`config.mk`:
```
export PLATFORM = sky130hd
export DESIGN_NAME = prio_ack_engine
export DESIGN_NICKNAME = d
export VERILOG_FILES = /design/src/rtl/prio_ack_engine.sv
export SDC_FILE = /design/constraint.sdc
export NUM_CORES = 1
export LEC_CHECK = 0
export ABC_AREA = 1
export BUFFER_PORTS_ARGS = -buffer_cell sky130_fd_sc_hd__buf_2
export CAP_MARGIN = 20
export CORE_ASPECT_RATIO = 0.9
export CORE_MARGIN = 2
export CORE_UTILIZATION = 50
export CTS_BUF_LIST = sky130_fd_sc_hd__clkbuf_4 sky130_fd_sc_hd__clkbuf_8
export CTS_CLUSTER_SIZE = 16
export DETAILED_ROUTE_END_ITERATION = 7
export PLACE_DENSITY_LB_ADDON = 0.12
export REMOVE_ABC_BUFFERS = 1
export SKIP_LAST_GASP = 1
export SYNTH_ARGS = -nofsm -noshare
export SYNTH_HDL_FRONTEND = slang
export SYNTH_SLANG_ARGS = --single-unit
```
`constraint.sdc`:
```
create_clock -name clk -period 31.6 [get_ports clk]
set_clock_uncertainty 0.2 [all_clocks]
set_input_delay 6.32 -clock clk [delete_from_list [all_inputs] [get_ports clk]]
set_output_delay 6.32 -clock clk [all_outputs]
set_load 0.03 [all_outputs]
```
`src/rtl/prio_ack_engine.sv`:
```
module prio_ack_engine #(
  parameter int NSRC = 8,
  parameter int PW   = 5,
  parameter int VW   = 8
) (
  input  logic              clk,
  input  logic              rst_n,
  input  logic [NSRC-1:0]   raise_i,
  input  logic [NSRC-1:0]   deact_i,
  input  logic [NSRC*PW-1:0] src_prio_i,
  input  logic [NSRC*VW-1:0] src_vec_i,
  input  logic [NSRC-1:0]   src_level_i,
  input  logic              reg_rd,
  input  logic              reg_wr,
  input  logic [1:0]        reg_addr,
  input  logic [VW-1:0]     reg_wdata,
  output logic [VW-1:0]     reg_rdata,
  output logic [NSRC-1:0]   active_o,
  output logic              irq_o
);
  localparam int IW = (NSRC > 1) ? $clog2(NSRC) : 1;
  localparam int SW = 1 + IW + PW;

  logic [NSRC-1:0] raised_q, inserv_q, active_q;
  logic [3:0]      tp_q;
  logic [VW-1:0]   spur_q;
  logic            irq_q;

  function automatic logic [SW-1:0] pick(input logic [NSRC-1:0] m,
                                         input logic [NSRC*PW-1:0] pr);
    logic          any;
    logic [IW-1:0] idx;
    logic [PW-1:0] best;
    any = 1'b0; idx = '0; best = '0;
    for (int i = 0; i < NSRC; i++)
      if (m[i] && (!any || pr[i*PW +: PW] > best)) begin
        any = 1'b1; idx = IW'(i); best = pr[i*PW +: PW];
      end
    return {any, idx, best};
  endfunction

  logic          r_any, s_any, s2_any;
  logic [IW-1:0] r_idx, s_idx, s2_idx;
  logic [PW-1:0] r_pri, s_pri, s2_pri;
  logic [PW-1:0] tp_ext;

  assign {r_any, r_idx, r_pri} = pick(raised_q, src_prio_i);
  assign {s_any, s_idx, s_pri} = pick(inserv_q, src_prio_i);
  assign {s2_any, s2_idx, s2_pri} =
    pick(inserv_q & ~(s_any ? (NSRC'(1) << s_idx) : '0), src_prio_i);
  assign tp_ext = PW'(tp_q);

  logic ack, eoi, w_ok;
  assign ack  = reg_rd && reg_addr == 2'd1;
  assign eoi  = reg_wr && reg_addr == 2'd2;
  assign w_ok = r_any && active_q[r_idx] && r_pri > tp_ext;

  logic [NSRC-1:0] accept;
  logic            hi_raise;
  always_comb begin
    hi_raise = 1'b0;
    for (int i = 0; i < NSRC; i++) begin
      accept[i] = raise_i[i] && !raised_q[i] && src_prio_i[i*PW +: PW] > tp_ext;
      if (accept[i] && src_prio_i[i*PW +: PW] > r_pri) hi_raise = 1'b1;
    end
  end

  logic [NSRC-1:0] w_hot, s_hot, raised_n, inserv_n, active_n;
  logic            irq_n;
  always_comb begin
    w_hot    = NSRC'(1) << r_idx;
    s_hot    = NSRC'(1) << s_idx;
    raised_n = raised_q;
    inserv_n = inserv_q;
    active_n = active_q & ~deact_i;
    irq_n    = irq_q;
    if (ack && r_any) begin
      raised_n = raised_n & ~w_hot;
      irq_n    = 1'b0;
      if (w_ok) inserv_n = inserv_n | w_hot;
      if (!w_ok || !src_level_i[r_idx]) active_n = active_n & ~w_hot;
    end
    if (eoi) begin
      if (s_any) inserv_n = inserv_n & ~s_hot;
      if (r_pri > s2_pri) irq_n = 1'b1;
    end
    raised_n = raised_n | accept;
    active_n = active_n | accept;
    if (hi_raise) irq_n = 1'b1;
  end

  always_ff @(posedge clk) begin
    if (!rst_n) begin
      raised_q <= '0;
      inserv_q <= '0;
      active_q <= '0;
      tp_q     <= 4'hF;
      spur_q   <= '1;
      irq_q    <= 1'b0;
    end else begin
      raised_q <= raised_n;
      inserv_q <= inserv_n;
      active_q <= active_n;
      irq_q    <= irq_n;
      if (reg_wr && reg_addr == 2'd0) tp_q   <= reg_wdata[3:0];
      if (reg_wr && reg_addr == 2'd3) spur_q <= reg_wdata;
    end
  end

  always_comb begin
    case (reg_addr)
      2'd0:    reg_rdata = VW'(tp_q);
      2'd1:    reg_rdata = w_ok ? src_vec_i[r_idx*VW +: VW] : spur_q;
      2'd3:    reg_rdata = spur_q;
      default: reg_rdata = '0;
    endcase
  end

  assign active_o = active_q;
  assign irq_o    = irq_q;

  assert_empty_ack_R5: assert property (@(posedge clk) disable iff (!rst_n)
    (ack && !r_any) |-> reg_rdata == spur_q);

  assert_ack_moves_R7: assert property (@(posedge clk) disable iff (!rst_n)
    (ack && w_ok && !reg_wr) |=> inserv_q[$past(r_idx)] && !raised_q[$past(r_idx)]);

  assert_ack_drops_R7: assert property (@(posedge clk) disable iff (!rst_n)
    (ack && r_any && raise_i == '0 && !reg_wr) |=> !irq_o);

  assert_eoi_clears_R8: assert property (@(posedge clk) disable iff (!rst_n)
    (eoi && s_any && !reg_rd) |=>
      $countones(inserv_q) == $countones($past(inserv_q)) - 1);

  assert_idle_stable_R2: assert property (@(posedge clk) disable iff (!rst_n)
    (!reg_rd && !reg_wr && raise_i == '0) |=> $stable(raised_q) && $stable(inserv_q));
endmodule

```
### After elaboration in Yosys (flattened, before gate mapping)

Index checks and enable logic that the tools add are counted.

* bitwise logic cells: 12
* reduce and logical (&&, ||, !) cells: 106
* mux-type cells: 86
* order comparisons: 40
* shift-type cells: 3
* eq/ne operators: 3

Operators with widths (count)
* greater-than comparator 5 bit: 30
* two-way mux 5 bit: 23
* two-way mux 8 bit: 9
* indexed part select 64 x 7 -> 8 bit: 1
* logical AND 1 bit: 52
* greater-than comparator 5 x 4 -> 1 bit: 9
* bitwise AND 8 bit: 5
* two-way mux 1 bit: 39
* two-way mux 3 bit: 12
* NOT 8 bit: 4
* zero test 1 bit: 31
* bitwise OR 8 bit: 3
* one-hot mux 8 bit (3 select lines): 1
* logical OR 1 bit: 22
* left shift 1 x 3 -> 8 bit (first input constant): 2
* binary-select mux 1 bit (select 3 bit): 2
* == test 2 bit (second input constant): 2
* < comparator 3 x 4 -> 1 bit (second input constant): 1
* == test 2 x 1 -> 1 bit (second input constant): 1
* zero test 2 bit: 1

* logic and storage cells: 256
* register bits: 37
* input port bits: 142
* output and inout bits: 17

### Longest topological paths before layout

* depth after elaboration: 66
* mapped depth: 159
* depth with buffers taken out: 152

### Worst setup path after synthesis

OpenSTA, ideal clock, no wires.

* path kind: input to register
* start: input src_prio_i[4]
* end: register irq_q (netlist: irq_o)
* buffers on the path: 6
* slack: 8530 ps
* stages on the path: 149
* setup time: 132 ps
* required time: 31268 ps
* arrival time: 22737 ps
* cell sequence: nand2_1 -> ha_1 -> nand2_1 -> nor2_1 -> nand2_1 -> nand3_1 -> nand2_1 -> a21oi_2 -> inv_1 -> o21ai_0 -> ha_1 -> nand2_1 -> nor2_1 -> nand2_1 -> nand3_1 -> nand2_1 -> nand2_1 -> nand2_1 -> [... 113 more ...] -> nand2_1 -> and2_1 -> ha_1 -> inv_1 -> o21bai_1 -> a21oi_1 -> nor2_1 -> o22ai_1 -> o21ai_0 -> nand3_2 -> or2_2 -> nand2_1 -> ha_1 -> a21oi_1 -> nand3b_1 -> o311ai_0 -> a22oi_1 -> a21oi_1

* cells in the longest elaborated chain, start to end: 66
* elaborated cells on any way between the ends: 169
* classes of those cells: 31 x order compare; 1 x shift; 64 x mux; 2 x bitwise; 71 x reduce/logical

Ends and longest elaborated chain
* start: declaration: RTL line 10 `input logic [NSRC*PW-1:0] src_prio_i,`
* two-way mux 5 bit: RTL line 36 `if (m[i] && (!any || pr[i*PW +: PW] > best)) begin`
* greater-than comparator 5 bit: RTL line 36
* logical OR 1 bit: RTL line 36
* logical AND 1 bit: RTL line 36
* two-way mux 5 bit or two-way mux 1 bit (tied branches): RTL line 36
* greater-than comparator 5 bit or zero test 1 bit (tied branches): RTL line 36
* logical OR 1 bit: RTL line 36
* logical AND 1 bit: RTL line 36
* [... 50 more ...]
* greater-than comparator 5 bit or zero test 1 bit (tied branches): RTL line 36
* logical OR 1 bit: RTL line 36
* logical AND 1 bit: RTL line 36
* two-way mux 5 bit: RTL line 36
* greater-than comparator 5 bit: RTL line 85 `if (r_pri > s2_pri) irq_n = 1'b1;`
* two-way mux 1 bit: RTL line 85
* two-way mux 1 bit: RTL line 83 `if (eoi) begin`
* two-way mux 1 bit *: RTL line 89 `if (hi_raise) irq_n = 1'b1;`
* end signal: assignment: RTL line 104 `irq_q <= irq_n;`
* end: declaration: RTL line 27 `logic irq_q;`

Every way passes the cells marked *; elsewhere a longest branch is shown, timed or not.
A chain may end at the register's enable or synchronous reset.

### Final worst setup path

Same ends and word-level chain as after synthesis.

==> flow_summary.ini <==
[status]
status = completed

[sta]
holdWs_ps = 293.2
grt_setup_unrepaired = no
fin_setup_tns_ps = 0
fin_crit_ps = 25810
finalMaxSlewViolations = 0
worst_slew_pin_slew_ps = 790.9
hold_viol = 0
slew_headroom_pct = 47.14
finalCritPeriodShare_pct = 81.67
fmax_mhz = 38.75
setup_viol = 0

[logic_synthesis]
synthFlopType = dfxtp_1
synth_top_area_cell = ha_1
ys_top_cells_by_count = nand2_1, ha_1, inv_1
synth_top_area_share_pct = 28.75
synth_cell_types = 50
postSynthCellCount = 1283
async_flop_share_pct = 0
synth_edf_count = 0
synth.most_common_cell = nand2_1
synthesis.area_sq_um = 8051
synth.avg_cell_area_sq_um = 6.276
ys_seq_area_share_pct = 9.200
yosys_warnings = 0
yosys-top-cells-area = ha_1, nand2_1, dfxtp_1
synth_seq_cells = 37

[power]
ir_drop_mv = 0.02813
p_leak_uw = 0.005009
p_seq_share_pct = 14.8
pwr-share-clk_pct = 9.0
switching_share_pct = 54.82
combinationalPowerShare_pct = 76.2
power.internal_uw = 164.0
cellPowerDensity_nw_per_um2 = 39.79
p_switching_uw = 199.0

[critical_path]
reg2reg_slack_ps = 11310
critPathRequiredTime_ps = 31610
crit_path_max_fanout = 13
rr_endpoint = irq_o$_SDFF_PN0_
r2r_start = inserv_q[0]$_SDFF_PN0_
worst_path_max_delay_cell = o311ai_0
critical_path.most_common_cell = nand2_1
startpoint = src_prio_i[4]
crit_end = irq_o$_SDFF_PN0_
arrival_ps = 25820
endpoint_kind = flop
start_kind = input port
slowest_delay_ps = 450
crit_type = input port to flop
rr_worst_depth = 146

[place]
place_congestion = 0.9396
port-buffer-count = 158
hpwl_um = 22820

[route]
drtIter0Drc = 739
drc_errors = 0
num_vias = 9300
wire_per_inst_um = 16.91
wirelength_um = 27590
drtAntennaViolNets = 0
detail_route.first_pass.iterations = 6
vias_per_cell = 5.699

[flow_run]
drv_cap = 0

[global_route]
track_usage_pct = 32.43
grt_first_pass_wirelength_um = 44530
grt_pass1_vias = 8937
antenna_found_initial = 0
grt_max_degree = 24
globalRouteOverflowTotal = 0

[min_path]
hp-class = flop to flop

[clock_network]
numCtsBuffers = 5
clockBufferDepth = 2
cts.reportedPaths.clkPinSlew_ps = 80
cts_setup_buffers = 0
clk_latency_ps = 290
cts_tree = built
hold_buffers = 0
cts_htree_levels = 2
cts.repair.resized = 0
root_buffer = clkbuf_8
cts_sinks = 37

[floorplan]
rows = 43
die_x_um = 137.8
start_util_pct = 51.60
io_pins = 159
fp.dieH_um = 124.4
fp.coreArea_sq_um = 15600
dieArea_sq_um = 17140

[layout]
final_net_count = 1756
area_growth_pct = 13.30
n_antenna_cell = 0
nFillCells = 1614
layout-drive-gt1-share_pct = 15.59
==> worst min-delay path by stage <==
stage / cells after the start / from / to
after CTS: 2 / inserv_q[6]$_SDFF_PN0_ / inserv_q[6]$_SDFF_PN0_
final: 2 / inserv_q[6]$_SDFF_PN0_ / inserv_q[6]$_SDFF_PN0_
after global routing: 2 / spur_q[0]$_SDFFE_PN1P_ / spur_q[0]$_SDFFE_PN1P_
after floorplan: 2 / spur_q[7]$_SDFFE_PN1P_ / spur_q[7]$_SDFFE_PN1P_
after global placement: 2 / spur_q[0]$_SDFFE_PN1P_ / spur_q[0]$_SDFFE_PN1P_
after detailed placement: 2 / spur_q[4]$_SDFFE_PN1P_ / spur_q[4]$_SDFFE_PN1P_
==> placed cells by master, fill, tap and decap left out, types with 17 or more instances in the layout <==
cell,netlist,layout
nor3_1,17,17
nor2_1,92,92
o22ai_1,32,32
a21oi_1,94,94
inv_1,126,126
ha_1,185,185
dfxtp_1,37,37
buf_2,5,158
o21ai_0,121,121
nand3_1,63,63
nand2_1,341,341
==> power by group through the flow <==
stage	clock network (uW)	logic [uW]	registers [uW]
floorplan	0	185	55.8
finish	32.6	277	53.7
global placement	0	267	54.5
detailed placement	0	272	54.5
CTS	32.6	274	53.5
global route	34.7	317	54.0
==> worst max-delay path: cells and delay by family <==
kind,cells,cell delay [ps]
AND/OR/NAND/NOR,78,7680
AO/OA/AOI/OAI,41,6140
adder cells (fa/ha/maj),15,4530
buffers and inverters,13,1060
==> registers in the layout (all words and copies together) (netlist names) <==
name and flops:
spur_q 8, active_o 8, tp_q 4, irq_o 1, inserv_q 8, raised_q 8
==> logic make-up (layout without fill, tap and decap cells) <==
group,Yosys count,in the layout,share of synthesized area (%)
AO/OA/AOI/OAI,325,325,23.42
buffers and inverters,160,307,7.754
adder cells (fa/ha/maj),185,185,28.75
flip-flops,37,37,9.200
AND/OR/NAND/NOR,576,576,30.88
==> area by class of cell <==
type                    count  area [sq um]  area share (%)
multi-input cells        1086          6686           73.30
inverters                 132         498.0           5.459
flip-flops and latches     37         740.7           8.120
clock buffers               5         68.82          0.7544
well taps                 202         252.7           2.771
clock inverters             3         17.52          0.1920
repair buffers            167         858.3           9.409
==> routing by layer <==
| layer | share of wire (%) | vias up | GRT usage, % |
|---|---|---|---|
| met3 | 7.9 | 55 | 3.826 |
| met1 | 44 | 4128 | 44.01 |
| li1 | - | 4740 | - |
| met5 | 0 | - | 0 |
| met4 | 3.7 | 0 | 11.82 |
| met2 | 44 | 377 | 52.39 |
==> metrics by stage <==
stage	cell area (sq um)	total power [uW]	std cells	util, %	worst slack (ps)
6_report	9123	363.0	1632	58.47	5793
4_1_cts	9123	359.6	1632	58.47	6114
3_3_place_gp	9036	321.8	1624	57.92	5904
5_1_grt	9123	405.3	1632	58.47	3504
3_5_place_dp	9036	326.8	1624	57.92	5886
2_1_floorplan	7925	241.1	1255	-	8794
(Power assumes the default switching activity.)
